**src/rtl/adc_regs_pkg.sv**
```systemverilog
// Shared constants for the ADC conversion control block.
// Assumes a 6-bit byte offset and word-aligned registers.
package adc_regs_pkg;
    localparam int ADDR_W = 6;
    localparam int DATA_W = 16;
    localparam int BUS_W  = 32;

    localparam logic [ADDR_W-1:0] OFF_START = 6'h00;
    localparam logic [ADDR_W-1:0] OFF_CFG   = 6'h04;
    localparam logic [ADDR_W-1:0] OFF_MASK  = 6'h08;
    localparam logic [ADDR_W-1:0] OFF_STAT  = 6'h0C;
    localparam logic [ADDR_W-1:0] OFF_BATD  = 6'h1C;
    localparam logic [ADDR_W-1:0] OFF_AUXD  = 6'h20;

    localparam int ENG_AUX = 0;
    localparam int ENG_BAT = 1;

    typedef enum logic [0:0] {SEQ_IDLE = 1'b0, SEQ_BUSY = 1'b1} seq_state_t;
endpackage

```
**src/rtl/adc_seq.sv**
```systemverilog
// Start bits and conversion sequencer.
// Holds one software-set, hardware-cleared start bit per engine. It serves
// pending engines one at a time, lowest index first, over a level request
// and a one-cycle acknowledge. A cleared start bit withdraws its request.
// Assumes the converter may be abandoned by dropping conv_req.
module adc_seq
    import adc_regs_pkg::*;
#(
    parameter int NUM_ENG = 2,
    parameter int CODE_W  = 12
) (
    input  logic                       clk,
    input  logic                       rst_n,
    input  logic                       en_wr,
    input  logic [NUM_ENG-1:0]         en_wdata,
    input  logic                       range_sel,
    input  logic                       conv_ack,
    output logic [NUM_ENG-1:0]         en_bits,
    output logic [NUM_ENG-1:0]         done,
    output logic                       conv_req,
    output logic [$clog2(NUM_ENG)-1:0] conv_eng,
    output logic                       conv_low_range
);
    localparam int ENG_W = $clog2(NUM_ENG);

    seq_state_t       state_q;
    logic [ENG_W-1:0] cur_q;
    logic             low_q;
    logic [ENG_W-1:0] pick;
    logic             cur_live;
    logic             complete;

    // Lowest-index pending engine wins.
    always_comb begin
        pick = '0;
        for (int i = NUM_ENG - 1; i >= 0; i--) begin
            if (en_bits[i]) pick = ENG_W'(i);
        end
    end

    assign cur_live = en_bits[cur_q];
    assign complete = (state_q == SEQ_BUSY) && cur_live && conv_ack;

    // One-hot completion pulse for the engine that finished.
    always_comb begin
        done = '0;
        if (complete) done[cur_q] = 1'b1;
    end

    // Start bits: software write, then hardware clear on completion.
    always_ff @(posedge clk) begin
        if (!rst_n) begin
            en_bits <= '0;
        end else begin
            logic [NUM_ENG-1:0] nxt;
            nxt = en_wr ? en_wdata : en_bits;
            if (complete) nxt[cur_q] = 1'b0;
            en_bits <= nxt;
        end
    end

    // Sequencer: pick an engine, capture the range, wait for ack or withdrawal.
    always_ff @(posedge clk) begin
        if (!rst_n) begin
            state_q <= SEQ_IDLE;
            cur_q   <= '0;
            low_q   <= 1'b0;
        end else begin
            case (state_q)
                SEQ_IDLE: begin
                    if (|en_bits) begin
                        state_q <= SEQ_BUSY;
                        cur_q   <= pick;
                        low_q   <= range_sel;
                    end
                end
                default: begin
                    if (!cur_live || conv_ack) state_q <= SEQ_IDLE;
                end
            endcase
        end
    end

    assign conv_req       = (state_q == SEQ_BUSY) && cur_live;
    assign conv_eng       = cur_q;
    assign conv_low_range = low_q;

    // an open request holds its engine until acknowledged or withdrawn.
    a_r2_req_hold: assert property (@(posedge clk) disable iff (!rst_n)
        conv_req && !conv_ack && !en_wr |=> conv_req && $stable(conv_eng));

    // a completed engine's start bit reads zero afterwards.
    a_r3_done_clears: assert property (@(posedge clk) disable iff (!rst_n)
        (|done) |=> ((en_bits & $past(done)) == '0));

    // a new request serves engine 0 whenever it was pending.
    a_r5_aux_first: assert property (@(posedge clk) disable iff (!rst_n)
        $rose(conv_req) && $past(en_bits[0]) && $past(!conv_req) |-> conv_eng == '0);

    // clearing the running engine's bit drops the request.
    a_r6_withdraw: assert property (@(posedge clk) disable iff (!rst_n)
        conv_req && en_wr && !en_wdata[conv_eng] |=> !conv_req);

    // the range select is frozen while a request is open.
    a_r7_range_frozen: assert property (@(posedge clk) disable iff (!rst_n)
        conv_req && $past(conv_req) |-> $stable(conv_low_range));
endmodule

```
**src/rtl/adc_reg_file.sv**
```systemverilog
// Register file and bus decode for the ADC conversion control block.
// Holds the configuration, mask, sticky status and per-engine result
// registers, and drives the combinational read mux. Assumes single-cycle
// writes with per-lane enables and reads taken from the whole word.
module adc_reg_file
    import adc_regs_pkg::*;
#(
    parameter int NUM_ENG   = 2,
    parameter int CODE_W    = 12,
    parameter int RANGE_BIT = 4
) (
    input  logic               clk,
    input  logic               rst_n,
    input  logic               bus_wr,
    input  logic [ADDR_W-1:0]  bus_addr,
    input  logic [3:0]         bus_be,
    input  logic [BUS_W-1:0]   bus_wdata,
    output logic [BUS_W-1:0]   bus_rdata,
    input  logic [NUM_ENG-1:0] en_bits,
    input  logic [NUM_ENG-1:0] done,
    input  logic [CODE_W-1:0]  done_code,
    output logic               en_wr,
    output logic [NUM_ENG-1:0] en_wdata,
    output logic               range_sel
);
    logic [BUS_W-1:0]   cfg_q;
    logic [7:0]         mask_q;
    logic [NUM_ENG-1:0] stat_q;
    logic [DATA_W-1:0]  data_q [NUM_ENG];
    logic               hit_cfg;
    logic               hit_mask;
    logic               hit_stat;

    assign en_wr    = bus_wr && (bus_addr == OFF_START) && bus_be[0];
    assign en_wdata = bus_wdata[NUM_ENG-1:0];
    assign hit_cfg  = bus_wr && (bus_addr == OFF_CFG);
    assign hit_mask = bus_wr && (bus_addr == OFF_MASK) && bus_be[0];
    assign hit_stat = bus_wr && (bus_addr == OFF_STAT) && bus_be[0];
    assign range_sel = cfg_q[RANGE_BIT];

    // Configuration register: one flop group per byte lane.
    for (genvar k = 0; k < 4; k++) begin : g_cfg_lane
        always_ff @(posedge clk) begin
            if (!rst_n)                  cfg_q[k*8 +: 8] <= 8'h00;
            else if (hit_cfg && bus_be[k]) cfg_q[k*8 +: 8] <= bus_wdata[k*8 +: 8];
        end
    end

    // Event mask register.
    always_ff @(posedge clk) begin
        if (!rst_n)        mask_q <= 8'h00;
        else if (hit_mask) mask_q <= bus_wdata[7:0];
    end

    // Sticky done flags: write-one-to-clear, an unmasked completion wins.
    always_ff @(posedge clk) begin
        if (!rst_n) begin
            stat_q <= '0;
        end else begin
            logic [NUM_ENG-1:0] clr;
            clr    = hit_stat ? bus_wdata[NUM_ENG-1:0] : '0;
            stat_q <= (stat_q & ~clr) | (done & ~mask_q[NUM_ENG-1:0]);
        end
    end

    // Per-engine result registers, loaded only on their own completion.
    for (genvar e = 0; e < NUM_ENG; e++) begin : g_data
        always_ff @(posedge clk) begin
            if (!rst_n)       data_q[e] <= '0;
            else if (done[e]) data_q[e] <= {{(DATA_W-CODE_W){1'b0}}, done_code};
        end

        // a result register is untouched without its own completion.
        a_r4_data_hold: assert property (@(posedge clk) disable iff (!rst_n)
            !done[e] |=> $stable(data_q[e]));

        // an unmasked completion leaves its flag set.
        a_r9_flag_set: assert property (@(posedge clk) disable iff (!rst_n)
            done[e] && !mask_q[e] |=> stat_q[e]);

        // a masked completion does not raise a clear flag.
        a_r9_masked: assert property (@(posedge clk) disable iff (!rst_n)
            done[e] && mask_q[e] && !stat_q[e] |=> !stat_q[e]);
    end

    // Read mux by offset; unmapped offsets read zero.
    always_comb begin
        case (bus_addr)
            OFF_START: bus_rdata = {{(BUS_W-NUM_ENG){1'b0}}, en_bits};
            OFF_CFG:   bus_rdata = cfg_q;
            OFF_MASK:  bus_rdata = {{(BUS_W-8){1'b0}}, mask_q};
            OFF_STAT:  bus_rdata = {{(BUS_W-NUM_ENG){1'b0}}, stat_q};
            OFF_BATD:  bus_rdata = {{(BUS_W-DATA_W){1'b0}}, data_q[ENG_BAT]};
            OFF_AUXD:  bus_rdata = {{(BUS_W-DATA_W){1'b0}}, data_q[ENG_AUX]};
            default:   bus_rdata = '0;
        endcase
    end

    // lanes without a byte enable keep their configuration bits.
    a_r8_lane_keep: assert property (@(posedge clk) disable iff (!rst_n)
        hit_cfg && !bus_be[1] |=> $stable(cfg_q[15:8]));
endmodule

```
**src/rtl/adc_ctrl_regs.sv**
```systemverilog
// Top of the ADC conversion control block: a register port in front of the
// start/done sequencer and a converter handshake. The code bus is
// assumed valid whenever conv_ack is high.
module adc_ctrl_regs
    import adc_regs_pkg::*;
#(
    parameter int NUM_ENG   = 2,
    parameter int CODE_W    = 12,
    parameter int RANGE_BIT = 4
) (
    input  logic                       clk,
    input  logic                       rst_n,
    input  logic                       bus_wr,
    input  logic [ADDR_W-1:0]          bus_addr,
    input  logic [3:0]                 bus_be,
    input  logic [BUS_W-1:0]           bus_wdata,
    output logic [BUS_W-1:0]           bus_rdata,
    output logic                       conv_req,
    output logic [$clog2(NUM_ENG)-1:0] conv_eng,
    output logic                       conv_low_range,
    input  logic                       conv_ack,
    input  logic [CODE_W-1:0]          conv_code
);
    logic               en_wr;
    logic [NUM_ENG-1:0] en_wdata;
    logic [NUM_ENG-1:0] en_bits;
    logic [NUM_ENG-1:0] done;
    logic               range_sel;

    adc_seq #(.NUM_ENG(NUM_ENG), .CODE_W(CODE_W)) u_seq (
        .clk            (clk),
        .rst_n          (rst_n),
        .en_wr          (en_wr),
        .en_wdata       (en_wdata),
        .range_sel      (range_sel),
        .conv_ack       (conv_ack),
        .en_bits        (en_bits),
        .done           (done),
        .conv_req       (conv_req),
        .conv_eng       (conv_eng),
        .conv_low_range (conv_low_range)
    );

    adc_reg_file #(.NUM_ENG(NUM_ENG), .CODE_W(CODE_W), .RANGE_BIT(RANGE_BIT)) u_regs (
        .clk       (clk),
        .rst_n     (rst_n),
        .bus_wr    (bus_wr),
        .bus_addr  (bus_addr),
        .bus_be    (bus_be),
        .bus_wdata (bus_wdata),
        .bus_rdata (bus_rdata),
        .en_bits   (en_bits),
        .done      (done),
        .done_code (conv_code),
        .en_wr     (en_wr),
        .en_wdata  (en_wdata),
        .range_sel (range_sel)
    );

    // no request is open in the cycle after reset.
    a_r1_quiet_reset: assert property (@(posedge clk)
        !rst_n |=> !conv_req);
endmodule

```
**config.mk**
```make
export PLATFORM = sky130hd
export DESIGN_NAME = adc_ctrl_regs
export DESIGN_NICKNAME = d
export VERILOG_FILES = /design/src/rtl/adc_regs_pkg.sv /design/src/rtl/adc_seq.sv /design/src/rtl/adc_reg_file.sv /design/src/rtl/adc_ctrl_regs.sv
export SDC_FILE = /design/constraint.sdc
export NUM_CORES = 1
export LEC_CHECK = 0
export ABC_AREA = 1
export BUFFER_PORTS_ARGS = -buffer_cell sky130_fd_sc_hd__buf_2
export CAP_MARGIN = 0
export CORE_MARGIN = 1.5
export CORE_UTILIZATION = 40
export DETAILED_ROUTE_END_ITERATION = 10
export RECOVER_POWER = 25
export SYNTH_ARGS = -nofsm -noshare
export SYNTH_HDL_FRONTEND = slang
export SYNTH_HIERARCHICAL = 1
export SYNTH_SLANG_ARGS = --single-unit
```
**constraint.sdc**
```tcl
create_clock -name clk -period 2.4 [get_ports clk]
set_input_delay 0.12 -clock clk [delete_from_list [all_inputs] [get_ports clk]]
set_output_delay 0.12 -clock clk [all_outputs]
set_load 0.01 [all_outputs]
```
==> impl_metrics.py <==
metrics = {
    "outcome": {
        "status": "finished, final reports clean",
    },
    "sta": {
        "maxSlewViolCount": 0,
        "min_period_ns": 1.920,
        "setup_viol": 0,
        "setup_ws_ns": 0.4802,
        "rsz0062_at_grt": "no",
        "finalSetupTns_ns": 0,
        "fin_skew_ns": 0.005925,
        "slew_headroom_pct": 58.17,
        "period_share_pct": 79.99,
        "fmax_ghz": 0.5209,
        "worst_slew_pin_slew_ns": 0.6252,
        "final_hold_viol_count": 0,
    },
    "clocking": {
        "insertion_delay_ns": 0.33,
        "cts.path.max_buffers": 2,
        "path_clk_slew_ns": 0.08,
        "hold_buffers": 0,
        "cts_buffers": 9,
        "cts.repair.resized": 0,
        "post_cts_buffers": 0,
        "cts_max_level": 3,
        "cts_root_buffer": "clkbuf_8",
        "cts_tree": "built",
        "cts_sinks": 71,
    },
    "synthesis": {
        "syn_area_um2": 3598,
        "yosysSeqAreaShare_pct": 46.18,
        "ys_ff_latch": 71,
        "synth_cell_type_count": 24,
        "synthCells": 504,
        "syn-num-nets": 562,
        "yosysWarnings": 6,
        "syn_avg_cell_area_um2": 7.140,
    },
    "global_route": {
        "grt_max_degree": 44,
        "grt_pass1_wl_mm": 14.31,
        "track_usage_pct": 18.30,
        "grt_overflow": 0,
        "antenna_found_initial": 0,
        "grt_pass1_vias": 3129,
    },
    "hold_path": {
        "hold_depth": 3,
        "hold_class": "in -> reg",
    },
    "route": {
        "drtIter0Drc": 161,
        "routedWlPerCell_um": 12.16,
        "via_count": 3310,
        "dr.pass1.iters": 4,
        "wl_mm": 8.527,
        "drtAntennaViolNets": 0,
        "drc": 0,
        "vias_per_cell": 4.722,
    },
    "setup_path": {
        "end_kind": "flip-flop",
        "path_max_fanout": 9,
        "cpMostUsedCell": "nor2_1",
        "reg2reg_depth": 6,
        "path_cells": "buf_2, nor2_1, clkbuf_1, nand3_1, nor2_1, inv_1, nor2_1, nor2_1",
        "cp.required_ns": 2.63,
        "start_kind": "input pin",
        "crit_path_max_incr_delay_ns": 0.51,
        "path_class": "in -> reg",
        "cpMaxStageDelayCell": "nor2_1",
        "crit_arrival_ns": 2.15,
    },
    "final_layout": {
        "final_cell_mix": "139 x nor2_1, 89 x buf_2, 88 x nand2_1, 87 x inv_1, 47 x dfxtp_1",
        "diodes": 0,
        "finalNetCount": 646,
        "drive_gt1_share_pct": 20.57,
        "layout_commonest_cell": "nor2_1",
        "area_growth_pct": 18.05,
    },
    "power": {
        "swShare_pct": 24.23,
        "internal_power_mw": 1.780,
        "p_switching_mw": 0.5692,
        "comb_power_share_pct": 6.9,
        "power_frac_seq_pct": 53.7,
        "power_frac_clock_pct": 39.4,
        "leakagePower_nw": 2.053,
        "powerDensity_nw_per_um2": 553.1,
        "worst_ir_drop_vdd_v": 0.0003798,
    },
    "die": {
        "rows": 34,
        "die_h_um": 97.85,
        "initial_core_util_pct": 41.26,
        "die_x_um": 97.85,
        "core_area_um2": 8721,
        "pin_count": 93,
        "dieArea_um2": 9574,
    },
    "placement": {
        "routabilityCongestion": 0.8806,
        "io_buffers": 92,
        "pre_cts_slack_ns": 0.7068,
        "place_hpwl_mm": 6.032,
    },
    "flow_run": {
        "cap_violations": 0,
    },
}
cell families (layout without fill, tap and decap cells):
kind of cell | Yosys count | count (layout) | share of synthesized area [%]
AOI/OAI and AO/OA | 24 | 24 | 3.442
buffers and inverters | 111 | 200 | 13.11
DFF | 71 | 71 | 46.18
and+or+nand+nor | 298 | 298 | 37.27
metal layers:
layer	up-vias	routed length [um]	global-route usage, %
met4	0	91	4.505
met5	-	0	0
met3	7	442	4.366
met2	88	3834	29.81
li1	1728	-	-
met1	1487	4159	24.57
path summary, 6_finish.rpt:
path                                 startpoint  slack, ns                                 to
hold reg to reg   u_regs/cfg_q[17]$_SDFFE_PN0P_       0.49      u_regs/cfg_q[17]$_SDFFE_PN0P_
hold / removal                     bus_wdata[3]       0.03       u_regs/cfg_q[3]$_SDFFE_PN0P_
setup reg to reg    u_seq/conv_eng$_SDFFE_PN0P_       0.71  u_regs/data_q[1][7]$_SDFFCE_PN0P_
setup / recovery                    bus_addr[1]       0.48       u_regs/cfg_q[7]$_SDFFE_PN0P_
per-stage QoR:
stage                     area, um^2  std cells  hold WS, ns  total power, mW  util (%)
final                           4248        701      0.02921            2.349     48.71
after global routing            4248        701      0.05612            2.447     48.71
after CTS                       4279        701      0.02657            2.375     49.07
after detailed placement        4086        685       0.3901            1.455     46.86
after global placement          4086        685       0.3791            1.453     46.86
after floorplan                 3598        504       0.2292            1.381         -
critical path: cells and delay by family:
family | cells | cell delay, ns
and+or+nand+nor | 5 | 1.30
buffers and inverters | 3 | 0.72
sequential cells by signal (all words and copies together) (netlist names):
name / count
u_regs/data_q: 24
u_seq/state_q: 1
u_regs/stat_q: 2
u_seq/conv_low_range: 1
u_seq/en_bits: 2
u_regs/range_sel: 1
u_regs/cfg_q: 31
u_regs/mask_q: 8
u_seq/conv_eng: 1
power by group through the flow:
stage | sequential [mW] | combinational [mW] | clock (mW)
4_1_cts | 1.26 | 0.167 | 0.947
6_report | 1.26 | 0.163 | 0.925
3_5_place_dp | 1.29 | 0.166 | 0
5_1_grt | 1.26 | 0.184 | 1.00
3_3_place_gp | 1.29 | 0.164 | 0
2_1_floorplan | 1.29 | 0.0939 | 0
area by class of cell:
type	count	area [um^2]
Multi-Input combinational cell	322	1441
Clock inverter	4	26.28
Clock buffer	12	166.4
Timing Repair Buffer	97	490.5
Fill cell	889	4473
Inverter	87	326.6
Tap cell	108	135.1
Sequential cell	71	1662
cells in the mapped netlist:
cell type  count  area, um^2
dfxtp_1       47       940.9
edfxtp_1      24       720.7
nand4_1       34       212.7
inv_2          1       3.750
buf_4          3       22.52
nor2_1       136       510.5
nand4_4        1       21.27
buf_6          4       45.04
nor2_2         4       25.02
nor3_1         8       40.04
nand3_2        3       30.03
o21ai_0       20       100.1
a21oi_1        3       15.01
and3_1         1       6.260
nand2_2        3       18.77
or2_2          1       6.260
inv_1         86       322.8
clkbuf_2       2       10.01
clkbuf_1       6       22.52
o21ai_2        1       8.760
buf_2          9       45.04
nand3_1       13       65.06
nand2_1       87       326.6
nor2_4         7       78.83
Note: power is estimated with default switching activity, not from simulation.
